`src/rtl/rfifo_pkg.sv`:
```
`timescale 1ns/1ps
package rfifo_pkg;

  typedef enum logic [1:0] {
    BLK_4   = 2'd0,
    BLK_16  = 2'd1,
    BLK_64  = 2'd2,
    BLK_128 = 2'd3
  } blk_sel_e;

  typedef struct packed {
    logic unf;
    logic ovf;
    logic cfg;
  } err_flags_t;

  function automatic int unsigned code_to_depth(input logic [2:0] code);
    return 32'd1 << code;
  endfunction

  function automatic int unsigned blk_bytes(input logic [1:0] sel);
    blk_sel_e s;
    s = blk_sel_e'(sel);
    case (s)
      BLK_4:   return 32'd4;
      BLK_16:  return 32'd16;
      BLK_64:  return 32'd64;
      default: return 32'd128;
    endcase
  endfunction

endpackage

```
`src/rtl/rfifo_cfg.sv`:
```
`timescale 1ns/1ps
module rfifo_cfg
  import rfifo_pkg::*;
#(
  parameter int CW         = 5,
  parameter int CODE_LIMIT = 4
) (
  input  logic          clk,
  input  logic          rst,
  input  logic          cfg_we,
  input  logic [2:0]    cfg_size,
  input  logic [1:0]    dma_sel,
  input  logic          fifo_empty,
  input  logic          push_req,
  output logic [2:0]    depth_code,
  output logic [CW-1:0] depth,
  output logic          reinit,
  output logic          cfg_bad
);

  logic [2:0] code_q;
  logic       size_ok;
  logic       fits_blk;
  logic       idle_ok;
  logic       legal;

  always_comb begin
    size_ok  = (cfg_size <= 3'(CODE_LIMIT));
    fits_blk = (code_to_depth(cfg_size) <= blk_bytes(dma_sel));
    idle_ok  = fifo_empty && !push_req;
    legal    = size_ok && fits_blk && idle_ok;
    reinit   = cfg_we && legal;
    cfg_bad  = cfg_we && !legal;
  end

  always_ff @(posedge clk) begin
    if (rst)         code_q <= 3'(CODE_LIMIT);
    else if (reinit) code_q <= cfg_size;
  end

  assign depth_code = code_q;
  assign depth      = CW'(code_to_depth(code_q));

  AST_CODE_LEGAL: assert property (@(posedge clk) disable iff (rst)
    code_q <= 3'(CODE_LIMIT));

  AST_CHANGE_WHEN_IDLE: assert property (@(posedge clk) disable iff (rst)
    !$stable(code_q) |-> $past(fifo_empty && !push_req));

endmodule

```
`src/rtl/rfifo_ptrs.sv`:
```
`timescale 1ns/1ps
module rfifo_ptrs #(
  parameter int MAX_DEPTH = 16,
  parameter int PW        = $clog2(MAX_DEPTH),
  parameter int CW        = $clog2(MAX_DEPTH + 1)
) (
  input  logic          clk,
  input  logic          rst,
  input  logic          push_req,
  input  logic          pop_req,
  input  logic          reinit,
  input  logic [CW-1:0] depth,
  output logic [PW-1:0] wr_ptr,
  output logic [PW-1:0] rd_ptr,
  output logic [CW-1:0] count,
  output logic          full,
  output logic          empty,
  output logic          push_ok,
  output logic          pop_ok,
  output logic          ovf_evt,
  output logic          unf_evt
);

  logic [CW-1:0] last_idx;
  logic [CW-1:0] count_nxt;

  function automatic logic [PW-1:0] step(input logic [PW-1:0] p,
                                         input logic [CW-1:0] last);
    if (CW'(p) == last) return '0;
    return p + 1'b1;
  endfunction

  always_comb begin
    last_idx = depth - 1'b1;
    empty    = (count == '0);
    full     = (count == depth);
    pop_ok   = pop_req && !empty;
    push_ok  = push_req && (!full || pop_ok);
    ovf_evt  = push_req && !push_ok;
    unf_evt  = pop_req && empty;
    case ({push_ok, pop_ok})
      2'b10:   count_nxt = count + 1'b1;
      2'b01:   count_nxt = count - 1'b1;
      default: count_nxt = count;
    endcase
  end

  always_ff @(posedge clk) begin
    if (rst || reinit) begin
      wr_ptr <= '0;
      rd_ptr <= '0;
    end else begin
      if (push_ok) wr_ptr <= step(wr_ptr, last_idx);
      if (pop_ok)  rd_ptr <= step(rd_ptr, last_idx);
    end
  end

  always_ff @(posedge clk) begin
    if (rst) count <= '0;
    else     count <= count_nxt;
  end

  AST_COUNT_BOUND: assert property (@(posedge clk) disable iff (rst)
    count <= depth);

  AST_FILL_STEP: assert property (@(posedge clk) disable iff (rst)
    (push_ok && !pop_ok) |=> count == $past(count) + 1'b1);

  AST_BOTH_AT_FULL: assert property (@(posedge clk) disable iff (rst)
    (full && push_req && pop_req) |=> count == $past(count));

  AST_NO_OVERFLOW: assert property (@(posedge clk) disable iff (rst)
    (full && push_req && !pop_req) |=> $stable(count));

  AST_NO_UNDERFLOW: assert property (@(posedge clk) disable iff (rst)
    (empty && pop_req && !push_req) |=> count == '0);

endmodule

```
`src/rtl/rfifo_store.sv`:
```
`timescale 1ns/1ps
module rfifo_store #(
  parameter int DW        = 8,
  parameter int MAX_DEPTH = 16,
  parameter int PW        = $clog2(MAX_DEPTH),
  parameter int CW        = $clog2(MAX_DEPTH + 1)
) (
  input  logic          clk,
  input  logic          rst,
  input  logic          wr_en,
  input  logic [PW-1:0] wr_ptr,
  input  logic [DW-1:0] wr_data,
  input  logic [PW-1:0] rd_ptr,
  input  logic [CW-1:0] depth,
  output logic [DW-1:0] rd_data
);

  logic [DW-1:0] cells [MAX_DEPTH];

  for (genvar i = 0; i < MAX_DEPTH; i++) begin : g_entry
    logic          enabled;
    logic          hit;
    logic [DW-1:0] q;
    assign enabled = (CW'(i) < depth);
    assign hit     = wr_en && enabled && (wr_ptr == PW'(i));
    always_ff @(posedge clk) begin
      if (hit) q <= wr_data;
    end
    assign cells[i] = q;
  end

  assign rd_data = cells[rd_ptr];

  AST_WR_IN_RANGE: assert property (@(posedge clk) disable iff (rst)
    wr_en |-> (CW'(wr_ptr) < depth));

  AST_RD_IN_RANGE: assert property (@(posedge clk) disable iff (rst)
    CW'(rd_ptr) < depth);

endmodule

```
`src/rtl/rfifo_flags.sv`:
```
`timescale 1ns/1ps
module rfifo_flags
  import rfifo_pkg::*;
(
  input  logic       clk,
  input  logic       rst,
  input  err_flags_t evt,
  input  err_flags_t clr,
  output err_flags_t flags
);

  always_ff @(posedge clk) begin
    if (rst) flags <= '0;
    else     flags <= (flags & ~clr) | evt;
  end

  AST_OVF_SETS: assert property (@(posedge clk) disable iff (rst)
    evt.ovf |=> flags.ovf);

  AST_UNF_SETS: assert property (@(posedge clk) disable iff (rst)
    evt.unf |=> flags.unf);

  AST_STICKY: assert property (@(posedge clk) disable iff (rst)
    (flags.cfg && !clr.cfg) |=> flags.cfg);

endmodule

```
`src/rtl/rsz_byte_fifo.sv`:
```
`timescale 1ns/1ps
module rsz_byte_fifo
  import rfifo_pkg::*;
#(
  parameter int DW        = 8,
  parameter int MAX_DEPTH = 16
) (
  input  logic          clk,
  input  logic          rst,
  input  logic [DW-1:0] in_data,
  input  logic          in_valid,
  output logic          in_full,
  output logic [DW-1:0] out_data,
  output logic          out_valid,
  input  logic          out_ready,
  input  logic          cfg_we,
  input  logic [2:0]    cfg_size,
  input  logic [1:0]    dma_blk_sel,
  output logic [2:0]    depth_code,
  output logic [$clog2(MAX_DEPTH+1)-1:0] fill_level,
  output logic          err_cfg,
  output logic          err_ovf,
  output logic          err_unf,
  input  logic [2:0]    clr_mask
);

  localparam int PW         = $clog2(MAX_DEPTH);
  localparam int CW         = $clog2(MAX_DEPTH + 1);
  localparam int CODE_LIMIT = $clog2(MAX_DEPTH);

  logic [CW-1:0] depth;
  logic [PW-1:0] wr_ptr, rd_ptr;
  logic [CW-1:0] count;
  logic          full, empty, push_ok, pop_ok, ovf_evt, unf_evt;
  logic          reinit, cfg_bad;
  err_flags_t    evt, clr, flags;

  rfifo_cfg #(.CW(CW), .CODE_LIMIT(CODE_LIMIT)) u_cfg (
    .clk(clk), .rst(rst), .cfg_we(cfg_we), .cfg_size(cfg_size),
    .dma_sel(dma_blk_sel), .fifo_empty(empty), .push_req(in_valid),
    .depth_code(depth_code), .depth(depth), .reinit(reinit), .cfg_bad(cfg_bad)
  );

  rfifo_ptrs #(.MAX_DEPTH(MAX_DEPTH), .PW(PW), .CW(CW)) u_ptrs (
    .clk(clk), .rst(rst), .push_req(in_valid), .pop_req(out_ready),
    .reinit(reinit), .depth(depth), .wr_ptr(wr_ptr), .rd_ptr(rd_ptr),
    .count(count), .full(full), .empty(empty), .push_ok(push_ok),
    .pop_ok(pop_ok), .ovf_evt(ovf_evt), .unf_evt(unf_evt)
  );

  rfifo_store #(.DW(DW), .MAX_DEPTH(MAX_DEPTH), .PW(PW), .CW(CW)) u_store (
    .clk(clk), .rst(rst), .wr_en(push_ok), .wr_ptr(wr_ptr), .wr_data(in_data),
    .rd_ptr(rd_ptr), .depth(depth), .rd_data(out_data)
  );

  assign evt = '{unf: unf_evt, ovf: ovf_evt, cfg: cfg_bad};
  assign clr = '{unf: clr_mask[2], ovf: clr_mask[1], cfg: clr_mask[0]};

  rfifo_flags u_flags (
    .clk(clk), .rst(rst), .evt(evt), .clr(clr), .flags(flags)
  );

  assign in_full    = full;
  assign out_valid  = !empty;
  assign fill_level = count;
  assign err_cfg    = flags.cfg;
  assign err_ovf    = flags.ovf;
  assign err_unf    = flags.unf;

  AST_FILL_CAP: assert property (@(posedge clk) disable iff (rst)
    fill_level <= CW'(MAX_DEPTH));

  AST_CFG_KEEPS_DATA: assert property (@(posedge clk) disable iff (rst)
    (cfg_we && !empty) |=> fill_level >= $past(fill_level));

endmodule

```
`config.mk`:
```
export PLATFORM = sky130hd
export DESIGN_NAME = rsz_byte_fifo
export DESIGN_NICKNAME = d
export VERILOG_FILES = /design/src/rtl/rfifo_pkg.sv /design/src/rtl/rfifo_cfg.sv /design/src/rtl/rfifo_ptrs.sv /design/src/rtl/rfifo_store.sv /design/src/rtl/rfifo_flags.sv /design/src/rtl/rsz_byte_fifo.sv
export SDC_FILE = /design/constraint.sdc
export NUM_CORES = 1
export LEC_CHECK = 0
export BUFFER_PORTS_ARGS = -buffer_cell sky130_fd_sc_hd__buf_2
export CAP_MARGIN = 0
export CORE_UTILIZATION = 60
export CTS_BUF_LIST = sky130_fd_sc_hd__clkbuf_8
export DETAILED_ROUTE_END_ITERATION = 12
export PLACE_DENSITY = 0.79
export SYNTH_ARGS = -nofsm -noshare
export SYNTH_HDL_FRONTEND = slang
export SYNTH_SLANG_ARGS = --single-unit
```
`constraint.sdc`:
```
create_clock -name clk -period 4.8 [get_ports clk]
set_input_delay 1.44 -clock clk [delete_from_list [all_inputs] [get_ports clk]]
set_output_delay 1.44 -clock clk [all_outputs]
set_load 0.05 [all_outputs]
```
# [Yosys cells after proc, flatten, opt, wreduce, memory -nomap -nowiden]
# Index checks and enable logic that the tools add are counted.
[totals] elab_cells=142 output_inout_bits=21 ff_bits=147 in_bits=21
[op_classes] shifts=2 eq_ne=22 magnitude_cmp=19 n_reduce_logical=52 n_bitwise=4 n_mux=15 n_addsub=5
[ops] op="$logic_and A1 B1 Y1" n=41
[ops] op="$lt A4 B5 Y1 const A" n=8
[ops] op="$bmux W8 S4" n=1
[ops] op="$eq A4 B4 Y1 const B" n=8
[ops] op="$le A32 B8 Y1" n=1
[ops] op="$shl A1 B3 Y32 const A" n=1
[ops] op="$pmux W8 S3" n=1
[ops] op="$lt A3 B5 Y1 const A" n=4
[ops] op="$eq A4 B3 Y1 const B" n=4
[ops] op="$mux W4" n=4
[ops] op="$mux W8" n=2
[ops] op="$eq A4 B5 Y1" n=2
[ops] op="$lt A1 B5 Y1 const A" n=2
[ops] op="$lt A2 B5 Y1 const A" n=2
[ops] op="$pmux W5 S2" n=1
[ops] op="$sub A5 B1 Y5 const B" n=2
[ops] op="$add A4 B1 Y4 const B" n=2
[ops] op="$eq A4 B2 Y1 const B" n=2
[ops] op="$mux W1" n=6
[ops] op="$add A5 B1 Y5 const B" n=1
[ops] op="$eq A5 B5 Y1" n=1
[ops] op="$ge A5 B5 Y1 const B" n=1
[ops] op="$logic_not A1 Y1" n=5
[ops] op="$logic_not A5 Y1" n=1
[ops] op="13 further kinds" n=16

# [Logic depth before layout (Yosys ltp)]
[depth] word_depth=9 depth_mapped=11 depth_no_buf=11

# [By module]
# From an unflattened synthesis, not the netlist that was laid out.
[hier_totals] hier_cells=416 area_unflattened_um2=6631.4
[modules_own_cells] mod="rfifo_store" cells_each=238 seq_area_each_um2=3843.7 area_each_um2=5112.4 instances=1
[modules_own_cells] mod="rfifo_ptrs" cells_each=117 seq_area_each_um2=260.2 area_each_um2=998.5 instances=1
[modules_own_cells] mod="rfifo_cfg" cells_each=48 seq_area_each_um2=60.1 area_each_um2=411.6 instances=1
[modules_own_cells] mod="rfifo_flags" cells_each=12 seq_area_each_um2=60.1 area_each_um2=105.1 instances=1
[modules_own_cells] mod="rsz_byte_fifo" cells_each=1 seq_area_each_um2=0.0 area_each_um2=3.8 instances=1

# [Worst setup path after synthesis]
# OpenSTA, ideal clock, no wires.
[synth_timing] path_type="register to output" startpoint="register u_ptrs.rd_ptr[0]" endpoint="output port out_data[3]" arrival_ns=2.079 path_slack_ns=1.281 path_buffers=2 stages_incl_launch_ff=5 t_required_ns=3.360 cell_sequence="dfxtp_1 -> buf_2 -> buf_2 -> mux4_2 -> mux4_2"
[synth_between] elab_chain_len=4
[synth_lines] element="from (decl)" line="rfifo_ptrs.sv:14" rtl="output logic [PW-1:0] rd_ptr,"
[synth_lines] element="from (signal assigned)" line="rfifo_ptrs.sv:54" rtl="if (pop_ok) rd_ptr <= step(rd_ptr, last_idx);"
[synth_lines] element="$not A4 Y5 (implied by the code)" line="rfifo_store.sv:32" rtl="assign rd_data = cells[rd_ptr];"
[synth_lines] element="$bmux W8 S4" line="rfifo_store.sv:32"
[synth_lines] element="$mux W8 (implied by the code) (2 in a row)" line="rfifo_store.sv:32"
[synth_lines] element="to (decl)" line="rsz_byte_fifo.sv:13" rtl="output logic [DW-1:0] out_data,"
# No other way between the ends. The select of a mux whose other input is x is not followed.

# [Worst setup path in the final report]
[layout_timing] startpoint="register u_cfg.code_q[1] (netlist: u_cfg.depth_code[1])" endpoint="output port in_full"
[layout_between] elab_chain_len=2
[layout_lines] element="from (decl)" line="rfifo_cfg.sv:21" rtl="logic [2:0] code_q;"
[layout_lines] element="from (signal assigned)" line="rfifo_cfg.sv:37" rtl="if (rst) code_q <= 3'(CODE_LIMIT);"
[layout_lines] element="from (signal assigned)" line="rfifo_cfg.sv:38" rtl="else if (reinit) code_q <= cfg_size;"
[layout_lines] element="$shl A1 B3 Y5" line="rfifo_pkg.sv:18" rtl="return 32'd1 << code;"
[layout_lines] element="$eq A5 B5 Y1" line="rfifo_ptrs.sv:36" rtl="full = (count == depth);"
[layout_lines] element="to (decl)" line="rsz_byte_fifo.sv:12" rtl="output logic in_full,"
# No other way between the ends.

==> impl_metrics.json <==
{
  "fp.dieW_um": 106,
  "antenna_cells": 0,
  "nets": 486,
  "yosys_warnings": 0,
  "multi_input_area_um2": 2110,
  "final_core_util": 0.700,
  "cts-root-buf": "clkbuf_8",
  "tightest_slew_ns": 0.919,
  "dieArea_um2": 11200,
  "wl_per_cell_um": 22.2,
  "fin_tns_setup_ns": 0,
  "cts_tree": "done",
  "synthCells": 403,
  "wl_met3_um": 1000,
  "cts_resized": 0,
  "viasPerCell": 6.47,
  "hold_ws_ns": 0.504,
  "fmax_mhz": 251,
  "top_layer": "met4",
  "rsz0062_at_grt": "false",
  "ys_ff_latch": 147,
  "timing.slew.headroom": 0.385,
  "r2r_slack_ns": 1.45,
  "synth_top_family_by_area": "multiplexers",
  "cp.arrival_ns": 2.54,
  "hold_buffers": 0,
  "synth-compound-area-share": 0.0633,
  "clk_transition_reported_paths_ns": 0.08,
  "postLayoutCellArea_um2": 7260,
  "async_flop_share": 0,
  "synth.cell_area_um2": 6450,
  "synth_nets": 437,
  "yosys.area.top_type": "edfxtp_1",
  "antenna_found_initial": 0,
  "synth-simple-area-share": 0.0918,
  "placed_area_um2": 6810,
  "dp_hpwl_um": 8500,
  "drc": 0,
  "reg2reg_depth": 6,
  "finalCriticalPeriod_ns": 3.98,
  "numCtsBuffers": 17,
  "synth_xor_area_frac": 0.00408,
  "cp_cell_sequence": "or2b_2 > nor4b_1 > a211o_1 > o21a_1 > buf_2",
  "synth-seq-area-share": 0.655,
  "ioPinCount": 42,
  "synthAdderAreaFrac": 0.0264,
  "post-cts-setup-buffers": 0,
  "start_kind": "flip-flop",
  "status": "completed",
  "synth_top_area_frac": 0.596,
  "core_area_um2": 10400,
  "synth_edf_count": 128,
  "drt-pass1-iter-count": 6,
  "wl_met2_um": 6770,
  "min_path_type": "reg -> reg",
  "clock_path_buffers": 2,
  "synth.distinct_cells": 54,
  "power_uw": 3730,
  "register_area_um2": 4230,
  "place.gp.congestion": 0.846,
  "end_kind": "output pin",
  "grt_pass1_wl_um": 20400,
  "timing.final.crit_share": 0.829,
  "vdd_drop_max_mv": 0.437,
  "worstSetupPathType": "reg -> out",
  "route.layer.met1.wl_um": 5260,
  "layout_commonest_cell": "edfxtp_1",
  "power_per_cell_area_nw_per_um2": 514,
  "ys_top_cells_by_area": "edfxtp_1 (60%), mux4_2 (14%), dfxtp_1 (5.9%)",
  "via_count": 3890,
  "final_cell_mix": "edfxtp_1 (128), buf_2 (41), mux4_2 (40)",
  "cp_slowest_cell": "dfxtp_1",
  "hold_viol": 0,
  "setup_viol": 0,
  "drive_gt1_frac": 0.273,
  "gr-total-overflow": 0,
  "track_usage": 0.257,
  "clock_sinks": 147,
  "rows": 37,
  "required_ns": 3.36,
  "cellLeakagePower_uw": 0.00242,
  "slew_viol_final": 0,
  "htreeDepth": 4,
  "grt_max_degree": 39,
  "drv_cap": 0,
  "worstPathMaxFanout": 15,
  "dieHeight_um": 106,
  "fin_skew_ns": 0.00799,
  "drt.antenna.violating_nets": 0,
  "min_path_cells": 2,
  "wirelength_um": 13400,
  "fillers": 653,
  "portBuffers": 41,
  "initial_utilization": 0.622,
  "ys.flop_type": "edfxtp_1",
  "grt_pass1_vias": 3797,
  "syn_to_final_growth_pct": 12.6,
  "worstSkewPairLatency_ns": 0.44,
  "synthMuxAreaShare": 0.141,
  "drt_iter0_drc": 423,
  "max_stage_delay_ns": 0.68,
  "avgSynthCellArea_um2": 16.0
}
==> layer usage <==
metal	global-route usage	vias up
li1	-	1704
met1	0.328	1960
met2	0.421	193
met3	0.0662	33
met4	0.111	0
met5	0	-
==> worst max-delay path: cells and delay by family, from the launching register on <==
| kind | cells | cell delay (ns) |
|---|---|---|
| AOI/OAI and AO/OA | 2 | 0.49 |
| and+or+nand+nor | 2 | 0.64 |
| DFF | 1 | 0.68 |
| buffers and inverters | 1 | 0.29 |
==> kinds of logic (layout without fill, tap and decap cells) <==
kind of cell    Yosys count  in the layout
buf+inv                  28             90
compound gates           63             63
fa+ha+maj                13             13
xor+xnor                  3              3
mux                      41             41
flops                   147            147
simple gates            108            108
==> path summary, 6_finish.rpt <==
kind | startpoint | end
hold / removal | u_flags.flags[0] | u_flags.flags[0]
setup / recovery | u_cfg.depth_code[1] | in_full
setup reg to reg | u_cfg.depth_code[2] | u_store.g_entry[10].q[3]
hold reg to reg | u_flags.flags[0] | u_flags.flags[0]
==> cell usage after synthesis, types with 3 or more instances <==
library cell,count
nand3_1,13
dfxtp_1,19
ha_1,12
and3_1,3
nand4b_1,3
nand2b_1,4
nor2_1,25
nor3b_1,4
o211ai_1,6
inv_1,11
nand2_1,21
mux4_2,40
nor3_1,5
nor2b_1,8
o21a_1,3
edfxtp_1,128
a21oi_1,19
and2_1,4
xnor2_1,3
buf_2,5
o21ai_0,15
clkbuf_1,9
==> stage by stage <==
stage          std cells  setup slack [ns]
5_1_grt              601             0.674
2_1_floorplan        403              1.28
3_5_place_dp         569              1.22
4_1_cts              601             0.832
6_report             601             0.822
3_3_place_gp         569              1.33
==> power breakdown <==
part / switching [µW] / internal, µW / total, µW
Sequential: 74.6 / 1460 / 1530
Combinational: 689 / 440 / 1130
Clock: 453 / 615 / 1070
Total: 1220 / 2510 / 3730
==> area by class of cell <==
| type | instances | area share |
|---|---|---|
| Inverter | 11 | 0.00569 |
| Multi-Input combinational cell | 228 | 0.290 |
| Timing Repair Buffer | 47 | 0.0362 |
| Clock buffer | 17 | 0.0322 |
| Sequential cell | 147 | 0.582 |
| Clock inverter | 15 | 0.0297 |
| Tap cell | 136 | 0.0235 |
==> state kept, by name, summed over array words and instances, names as in the netlist <==
| register | flops |
|---|---|
| u_store.g_entry.q | 128 |
| u_ptrs.count | 5 |
| u_ptrs.rd_ptr | 4 |
| u_ptrs.wr_ptr | 4 |
| u_cfg.depth_code | 3 |
| u_flags.flags | 3 |
Power figures use the tool's default switching activity.
